$ cat config.mk
export PLATFORM = sky130hd
export DESIGN_NAME = gpio_edge_ctrl
export DESIGN_NICKNAME = d
export VERILOG_FILES = /design/src/rtl/gpio_edge_pkg.sv /design/src/rtl/gpio_in_sync.sv /design/src/rtl/gpio_edge_status.sv /design/src/rtl/gpio_glb_irq.sv /design/src/rtl/gpio_edge_ctrl.sv
export SDC_FILE = /design/constraint.sdc
export NUM_CORES = 1
export LEC_CHECK = 0
export ABC_AREA = 1
export BUFFER_PORTS_ARGS = -buffer_cell sky130_fd_sc_hd__buf_4
export CAP_MARGIN = 30
export CORE_MARGIN = 10
export CORE_UTILIZATION = 60
export DETAILED_ROUTE_END_ITERATION = 8
export PLACE_DENSITY_LB_ADDON = 0.08
export REMOVE_ABC_BUFFERS = 1
export SYNTH_ARGS = -nofsm -noshare
export SYNTH_HDL_FRONTEND = slang
export SYNTH_SLANG_ARGS = --single-unit
$ cat constraint.sdc
create_clock -name clk -period 4.2 [get_ports clk]
set_input_delay 1.26 -clock clk [delete_from_list [all_inputs] [get_ports clk]]
set_output_delay 1.26 -clock clk [all_outputs]
set_load 0.01 [all_outputs]
$ cat src/rtl/gpio_edge_pkg.sv
package gpio_edge_pkg;
    localparam int REG_AW    = 4;
    localparam int GIRQ_BIT  = 15;

    typedef enum logic [REG_AW-1:0] {
        RA_DIR   = 4'd0,
        RA_OUT   = 4'd1,
        RA_IN    = 4'd2,
        RA_RISE  = 4'd3,
        RA_FALL  = 4'd4,
        RA_MASK  = 4'd5,
        RA_STAT  = 4'd6,
        RA_CLR   = 4'd7,
        RA_GSTAT = 4'd8,
        RA_GMASK = 4'd9
    } reg_addr_e;
endpackage

$ cat src/rtl/gpio_in_sync.sv
module gpio_in_sync #(
    parameter int N           = 32,
    parameter int SYNC_STAGES = 2
) (
    input  logic         clk,
    input  logic         rst_n,
    input  logic [N-1:0] pin_i,
    output logic [N-1:0] cur_o,
    output logic [N-1:0] prev_o
);
    localparam int LAST = SYNC_STAGES - 1;

    typedef struct packed {
        logic [SYNC_STAGES-1:0][N-1:0] stg;
        logic [N-1:0]                  prev;
    } sync_t;

    sync_t s_d, s_q;

    always_comb begin
        s_d        = s_q;
        s_d.stg[0] = pin_i;
        for (int i = 1; i < SYNC_STAGES; i++) begin
            s_d.stg[i] = s_q.stg[i-1];
        end
        s_d.prev   = s_q.stg[LAST];
    end

    always_ff @(posedge clk) begin
        if (!rst_n) s_q <= '0;
        else        s_q <= s_d;
    end

    assign cur_o  = s_q.stg[LAST];
    assign prev_o = s_q.prev;
endmodule

$ cat src/rtl/gpio_edge_status.sv
module gpio_edge_status #(
    parameter int N = 32
) (
    input  logic         clk,
    input  logic         rst_n,
    input  logic [N-1:0] cur_i,
    input  logic [N-1:0] prev_i,
    input  logic [N-1:0] rise_en_i,
    input  logic [N-1:0] fall_en_i,
    input  logic [N-1:0] mask_i,
    input  logic [N-1:0] clr_i,
    output logic [N-1:0] status_o,
    output logic         pending_o
);
    logic [N-1:0] status_d, status_q;
    logic [N-1:0] rise_ev, fall_ev, hit;

    always_comb begin
        rise_ev  = rise_en_i & cur_i & ~prev_i;
        fall_ev  = fall_en_i & ~cur_i & prev_i;
        hit      = mask_i & (rise_ev | fall_ev);
        // a fresh event beats a same-edge clear
        status_d = (status_q & ~clr_i) | hit;
    end

    always_ff @(posedge clk) begin
        if (!rst_n) status_q <= '0;
        else        status_q <= status_d;
    end

    assign status_o  = status_q;
    assign pending_o = |status_q;

    // without a clear, no set bit drops
    a_r7_sticky: assert property (@(posedge clk) disable iff (!rst_n)
        !(|clr_i) |=> ((status_q & $past(status_q)) == $past(status_q)));

    // newly set bits must have had mask and some edge enable
    a_r6_gated: assert property (@(posedge clk) disable iff (!rst_n)
        1'b1 |=> ((status_q & ~$past(status_q)
                   & ~$past(mask_i & (rise_en_i | fall_en_i))) == '0));
endmodule

$ cat src/rtl/gpio_glb_irq.sv
module gpio_glb_irq #(
    parameter int W   = 32,
    parameter int BIT = 15
) (
    input  logic         clk,
    input  logic         rst_n,
    input  logic         src_i,
    input  logic         clr_i,
    input  logic [W-1:0] gmask_i,
    output logic [W-1:0] glb_o,
    output logic         irq_o
);
    logic glb_d, glb_q;

    always_comb begin
        glb_d = (glb_q & ~clr_i) | src_i;
    end

    always_ff @(posedge clk) begin
        if (!rst_n) glb_q <= 1'b0;
        else        glb_q <= glb_d;
    end

    always_comb begin
        glb_o      = '0;
        glb_o[BIT] = glb_q;
    end

    assign irq_o = glb_q & gmask_i[BIT];

    // pending source latches the summary bit
    a_r9_summary_set: assert property (@(posedge clk) disable iff (!rst_n)
        src_i |=> glb_q);
endmodule

$ cat src/rtl/gpio_edge_ctrl.sv
module gpio_edge_ctrl
    import gpio_edge_pkg::*;
#(
    parameter int N           = 32,
    parameter int DATA_W      = 32,
    parameter int SYNC_STAGES = 2
) (
    input  logic              clk,
    input  logic              rst_n,
    input  logic              bus_req,
    input  logic              bus_we,
    input  logic [REG_AW-1:0] bus_addr,
    input  logic [DATA_W-1:0] bus_wdata,
    output logic              bus_ack,
    output logic [DATA_W-1:0] bus_rdata,
    input  logic [N-1:0]      pin_in,
    output logic [N-1:0]      pin_out,
    output logic [N-1:0]      pin_oe,
    output logic              irq_o
);
    typedef struct packed {
        logic [N-1:0]      dir;
        logic [N-1:0]      out;
        logic [N-1:0]      rise;
        logic [N-1:0]      fall;
        logic [N-1:0]      mask;
        logic [DATA_W-1:0] gmask;
        logic              ack;
        logic [DATA_W-1:0] rdata;
    } regs_t;

    regs_t r_d, r_q;

    logic [N-1:0]      cur, prev, status, clr_vec;
    logic              pending, gclr;
    logic [DATA_W-1:0] glb;
    logic              wr;
    reg_addr_e         addr;

    assign addr = reg_addr_e'(bus_addr);
    assign wr   = bus_req & bus_we;

    gpio_in_sync #(.N(N), .SYNC_STAGES(SYNC_STAGES)) u_sync (
        .clk(clk), .rst_n(rst_n), .pin_i(pin_in),
        .cur_o(cur), .prev_o(prev)
    );

    gpio_edge_status #(.N(N)) u_status (
        .clk(clk), .rst_n(rst_n), .cur_i(cur), .prev_i(prev),
        .rise_en_i(r_q.rise), .fall_en_i(r_q.fall), .mask_i(r_q.mask),
        .clr_i(clr_vec), .status_o(status), .pending_o(pending)
    );

    gpio_glb_irq #(.W(DATA_W), .BIT(GIRQ_BIT)) u_glb (
        .clk(clk), .rst_n(rst_n), .src_i(pending), .clr_i(gclr),
        .gmask_i(r_q.gmask), .glb_o(glb), .irq_o(irq_o)
    );

    always_comb begin
        clr_vec = (wr && addr == RA_CLR) ? bus_wdata[N-1:0] : '0;
        gclr    = wr && addr == RA_GSTAT && bus_wdata[GIRQ_BIT];
    end

    always_comb begin
        r_d       = r_q;
        r_d.ack   = bus_req;
        r_d.rdata = '0;
        if (wr) begin
            case (addr)
                RA_DIR:   r_d.dir   = bus_wdata[N-1:0];
                RA_OUT:   r_d.out   = bus_wdata[N-1:0];
                RA_RISE:  r_d.rise  = bus_wdata[N-1:0];
                RA_FALL:  r_d.fall  = bus_wdata[N-1:0];
                RA_MASK:  r_d.mask  = bus_wdata[N-1:0];
                RA_GMASK: r_d.gmask = bus_wdata;
                default:  ;
            endcase
        end
        if (bus_req && !bus_we) begin
            case (addr)
                RA_DIR:   r_d.rdata = DATA_W'(r_q.dir);
                RA_OUT:   r_d.rdata = DATA_W'(r_q.out);
                RA_IN:    r_d.rdata = DATA_W'(cur);
                RA_RISE:  r_d.rdata = DATA_W'(r_q.rise);
                RA_FALL:  r_d.rdata = DATA_W'(r_q.fall);
                RA_MASK:  r_d.rdata = DATA_W'(r_q.mask);
                RA_STAT:  r_d.rdata = DATA_W'(status);
                RA_GSTAT: r_d.rdata = glb;
                RA_GMASK: r_d.rdata = r_q.gmask;
                default:  r_d.rdata = '0;
            endcase
        end
    end

    always_ff @(posedge clk) begin
        if (!rst_n) r_q <= '0;
        else        r_q <= r_d;
    end

    assign bus_ack   = r_q.ack;
    assign bus_rdata = r_q.rdata;
    assign pin_oe    = r_q.dir;
    assign pin_out   = r_q.out & r_q.dir;

    // a direction write shows on the enables one edge later
    a_r2_dir_write: assert property (@(posedge clk) disable iff (!rst_n)
        (wr && addr == RA_DIR) |=> (pin_oe == $past(bus_wdata[N-1:0])));

    // an input pin is never driven high
    a_r2_no_drive_in: assert property (@(posedge clk) disable iff (!rst_n)
        ((pin_out & ~pin_oe) == '0));

    // the line is low whenever the summary mask bit is clear
    a_r10_irq_masked: assert property (@(posedge clk) disable iff (!rst_n)
        !r_q.gmask[GIRQ_BIT] |-> !irq_o);
endmodule

* After elaboration in Yosys (flattened, before gate mapping) *
Cells that the tools add are included.

storage, ports and cells
  input port bits = 72
  output and inout bits = 98
  word-level logic and storage cells = 55
  register bits = 354

cells by class
  reductions and logical operators = 14
  equal/unequal tests = 9
  mux-type cells = 2
  bitwise logic cells = 17

operators by type and width
  operator              count
  $pmux W32 S9          1
  $and A32 B32 Y32      7
  $not A32 Y32          3
  $or A32 B32 Y32       2
  $mux W32              1
  $reduce_or A32 Y1     1
  $eq A4 B3 Y1 const B  4
  $reduce_and A2 Y1     7
  $eq A4 B2 Y1 const B  2
  $eq A4 B4 Y1 const B  2
  $eq A4 B1 Y1 const B  1
  $logic_and A1 B1 Y1   4
  $logic_not A4 Y1      1
  $and A1 B1 Y1         3
  $logic_not A1 Y1      1
  $not A1 Y1            1
  $or A1 B1 Y1          1

* Longest topological paths before layout *
  word-level depth = 6
  mapped depth = 9
  depth with buffers taken out = 9

* Cells and area by module *
A second synthesis with hierarchy kept.

second synthesis, totals
  cell total of the unflattened synthesis = 2450
  area, all modules = 16580.9 µm²

modules (own cells, without submodules)
  module            cells an instance  area an instance (µm²)  sequential area each (µm²)  instances
  gpio_edge_ctrl    1693               11167.0                 4504.3                      1
  gpio_in_sync      331                3000.4                  1921.8                      1
  gpio_edge_status  385                2118.3                  640.6                       1
  gpio_glb_irq      41                 295.3                   20.0                        1

* Worst setup path after synthesis *
No wires, ideal clock.

  path type = input to register
  start = input port bus_req
  end = register u_status.status_q[18], in the netlist u_status.status_o[18]
  stages on the path = 6
  arrival = 2188 ps
  path slack = 1880 ps
  library setup time = 132 ps
  buffers on the path = 1
  cells stage by stage = nand2_2 nor2_1 nand2_1 clkbuf_1 o21ai_0 a21oi_1

on the way
  word-level cells in the longest chain between the ends = 6

ends and longest elaborated chain
  item                    RTL line                RTL
  start: declaration      gpio_edge_ctrl.sv:10    input logic bus_req,
  $and A1 B1 Y1           gpio_edge_ctrl.sv:41    assign wr = bus_req & bus_we;
  $logic_and A1 B1 Y1     gpio_edge_ctrl.sv:60    clr_vec = (wr && addr == RA_CLR) ? bus_wdata[N-1:0] : '0;
  $mux W32                gpio_edge_ctrl.sv:60
  $not A32 Y32            gpio_edge_status.sv:23  status_d = (status_q & ~clr_i) | hit;
  $and A32 B32 Y32        gpio_edge_status.sv:23
  $or A32 B32 Y32         gpio_edge_status.sv:23
  end signal: assignment  gpio_edge_status.sv:28  else status_q <= status_d;
  end: declaration        gpio_edge_status.sv:15  logic [N-1:0] status_d, status_q;

No other way between the ends.
A chain may end at the register's enable or synchronous reset.

* Final worst setup path *
  start = input port bus_addr[0]
  end = register r_q[91] in the netlist's numbering

on the way
  word-level cells in the longest chain between the ends = 2

ends and longest elaborated chain
  item                         RTL line              RTL
  start: declaration           gpio_edge_ctrl.sv:12  input logic [REG_AW-1:0] bus_addr,
  $eq A4 B3 Y1                 gpio_edge_ctrl.sv:69  case (addr)
  $reduce_and A2 Y1 (no line)  n/a
  end signal: assignment       gpio_edge_ctrl.sv:97  else r_q <= r_d;
  end: declaration             gpio_edge_ctrl.sv:32  regs_t r_d, r_q;

No other way between the ends.

==> results.json <==
{
  "internal_power_mw": 5.63,
  "critPathBufInv": 3,
  "yosys-top-cells-area": "dfxtp_1, a21oi_1, o21ai_0, nand2_1, inv_1",
  "period_needed_ns": 2.80,
  "synth.distinct_cells": 20,
  "gp_congestion": 0.900,
  "power.density_nw_per_um2": 426,
  "cts_buffers": 38,
  "yosys-top-cells-count": "nand2_1, dfxtp_1, a21oi_1",
  "fmax_mhz": 357,
  "rsz0062_at_grt": "no",
  "clkSlewWorstSetupHoldPaths_ns": 0.06,
  "critPathSlowestCell": "nor2_2",
  "via_per_inst": 5.59,
  "cp_slowest_stage_delay_ns": 0.45,
  "syn_to_final_growth_pct": 16.0,
  "slew_headroom_pct": 50.4,
  "p_total_mw": 7.25,
  "seqCellArea_um2": 7090,
  "synth-edff-count": 0,
  "worstSkewPairLatency_ns": 0.52,
  "die-area_um2": 31100,
  "yosysTopAreaCell": "dfxtp_1",
  "synth_top_cell_area_share_pct": 48.3,
  "syn_inst": 2015,
  "die_x_um": 176,
  "comb_power_share_pct": 5.1,
  "synthFlopType": "dfxtp_1",
  "ys_seq_area_share_pct": 48.3,
  "critical_path_class": "in -> reg",
  "grt_pass1_wl_um": 68600,
  "tightest_slew_ns": 0.743,
  "vdd_drop_max_uv": 296,
  "status": "complete, no violations",
  "r2r-end": "bus_rdata[24]",
  "grt_antenna_before_repair": 0,
  "ant_nets": 0,
  "ys.warnings.count": 0,
  "stdcell_area_um2": 17000,
  "initial_core_util_pct": 60.7,
  "setup_viol": 0,
  "rr_worst_depth": 4,
  "firstDrtPassIters": 6,
  "worstPathCellList": "buf_4 > inv_1 > nor2_2 > nand2_2 > nor2_4 > buf_4 > o21ai_0 > a21oi_1",
  "worst_ep_arrival_time_ns": 3.24,
  "cts_tree": "done",
  "dp.cells": 2370,
  "grt.total_usage_pct": 27.2,
  "drt-wirelength-per-cell_um": 18.1,
  "place_area_um2": 15700,
  "clkSinkCount": 354,
  "clkPwrFrac_pct": 47.2,
  "synth_seq_cells": 354,
  "r2r_setup_slack_ns": 2.96,
  "total_leakage_power_nw": 7.54,
  "swShare_pct": 22.3,
  "p_sw_mw": 1.61,
  "seqPwrFrac_pct": 47.7,
  "postCtsSetupBuffers": 0,
  "hold_violations": 0,
  "hold_buffers": 0,
  "cts_root_buffer": "clkbuf_16",
  "nFillCells": 1976,
  "avgSynthCellArea_um2": 7.28,
  "path_delay_family": "simple AND/OR/NAND/NOR gates",
  "start_kind": "primary input",
  "num-nets-final": 2158,
  "synthArstFlopShare_pct": 0,
  "hpwl_um": 27700,
  "grt_pass1_vias": 12900,
  "slew_violations": 0,
  "tns_ns": 0,
  "vias": 13600,
  "cts_max_path_buffers": 3,
  "cp.depth": 8,
  "htree_levels": 2,
  "synth.most_common_cell": "nand2_1",
  "hold_class": "reg -> reg",
  "port-buffer-count": 169,
  "crit_path_end_kind": "flop",
  "core_um2": 24200,
  "synth_area_um2": 14700,
  "instances_no_fill": 2438,
  "required_ns": 4.64,
  "cts_resized": 0,
  "io_pins": 170,
  "insertedDiodeCount": 0,
  "reg2reg_from": "pin_oe[24]",
  "cpMostUsedCell": "buf_4",
  "drive_gt1_share_pct": 13.2,
  "finalClockSkew_ns": 0.0131,
  "multi_input_area_um2": 5580,
  "period_share_pct": 66.8,
  "grt-ovfl-total": 0,
  "drc_errors": 0,
  "die_y_um": 176,
  "cap_violations": 0,
  "drtIter0Drc": 1325,
  "rows": 57,
  "grt_max_degree": 139,
  "worstSetupStartpoint": "bus_addr[0]",
  "cp-endpoint": "r_q[91]",
  "cp_max_fo": 30,
  "routed_wl_um": 44000
}
## per-layer routing
metal  vias to the layer above  wire length, um  global-route usage, %
met3                       105             4650                   6.73
met4                         0             1320                   9.98
li1                       6537                -                      -
met2                       703            20100                   44.1
met1                      6279            18000                   34.4
met5                         -                0                      0
## cell families after synthesis
kind of cell           count (synthesis)  synth area share (%)
AOI/OAI and AO/OA                    565                  19.3
DFF                                  354                  48.3
and+or+nand+nor                      639                  18.6
buffers and inverters                457                  13.8
## cells in the final DEF (no fill, tap or decap)
| master | instances |
|---|---|
| buf_6 | 1 |
| nand2_2 | 4 |
| clkbuf_1 | 12 |
| nand2_1 | 367 |
| nand3_2 | 1 |
| nand3b_1 | 28 |
| clkinv_1 | 1 |
| clkbuf_16 | 39 |
| a211oi_1 | 1 |
| nand3_1 | 134 |
| buf_4 | 195 |
| inv_1 | 280 |
| buf_12 | 5 |
| bufinv_16 | 4 |
| nor2_4 | 6 |
| nor2_2 | 5 |
| nor2_1 | 94 |
| inv_6 | 2 |
| a211oi_2 | 1 |
| clkbuf_8 | 8 |
| buf_8 | 1 |
| inv_2 | 5 |
| o21ai_0 | 277 |
| dfxtp_1 | 354 |
| clkinv_2 | 3 |
| a21oi_1 | 286 |
## final cells by class
class,count,share of cell area [%]
repair buffers,202,9.34
multi-input cells,1204,32.8
inverters,286,6.31
flip-flops and latches,354,41.6
clock buffers,59,6.64
clock inverters,9,0.897
well taps,324,2.38
## worst min-delay path, delay by kind of cell, from the launching register on
kind,cells,cell delay [ns]
AND/OR/NAND/NOR,1,0.05
buffers and inverters,1,0.04
flip-flops,1,0.30
## state kept, by name, summed over array words and instances (netlist names)
signal	cells
r_q	160
bus_rdata	32
pin_oe	32
u_status.status_o	32
u_sync.cur_o	32
u_sync.prev_o	32
u_sync.s_d	32
bus_ack	1
u_glb.glb_q	1
## power by group through the flow
stage,Clock [mW],Sequential [mW],Combinational (mW)
global route,3.58,3.46,0.403
finish,3.42,3.46,0.373
CTS,3.44,3.45,0.365
floorplan,0,3.52,0.151
detailed placement,0,3.53,0.363
global placement,0,3.53,0.356
## worst min-delay path by stage
stage | start | endpoint | slack [ns] | cells after the start
detailed placement | u_sync.s_d[95] | u_sync.cur_o[31] | 0.40 | 2
floorplan | u_sync.s_d[64] | u_sync.cur_o[0] | 0.39 | 2
global route | u_sync.s_d[70] | u_sync.cur_o[6] | 0.43 | 2
CTS | u_sync.s_d[70] | u_sync.cur_o[6] | 0.41 | 2
finish | u_sync.s_d[70] | u_sync.cur_o[6] | 0.40 | 2
global placement | u_sync.s_d[76] | u_sync.cur_o[12] | 0.39 | 2
## per-stage QoR
stage	utilization, %	hold WS [ns]	setup WS [ns]
2_1_floorplan	-	0.390	0.431
3_3_place_gp	65.0	0.394	0.951
3_5_place_dp	65.1	0.397	0.930
4_1_cts	70.4	0.408	1.47
5_1_grt	70.4	0.432	1.31
6_report	70.4	0.401	1.40
Note: power is estimated with default switching activity, not from simulation.
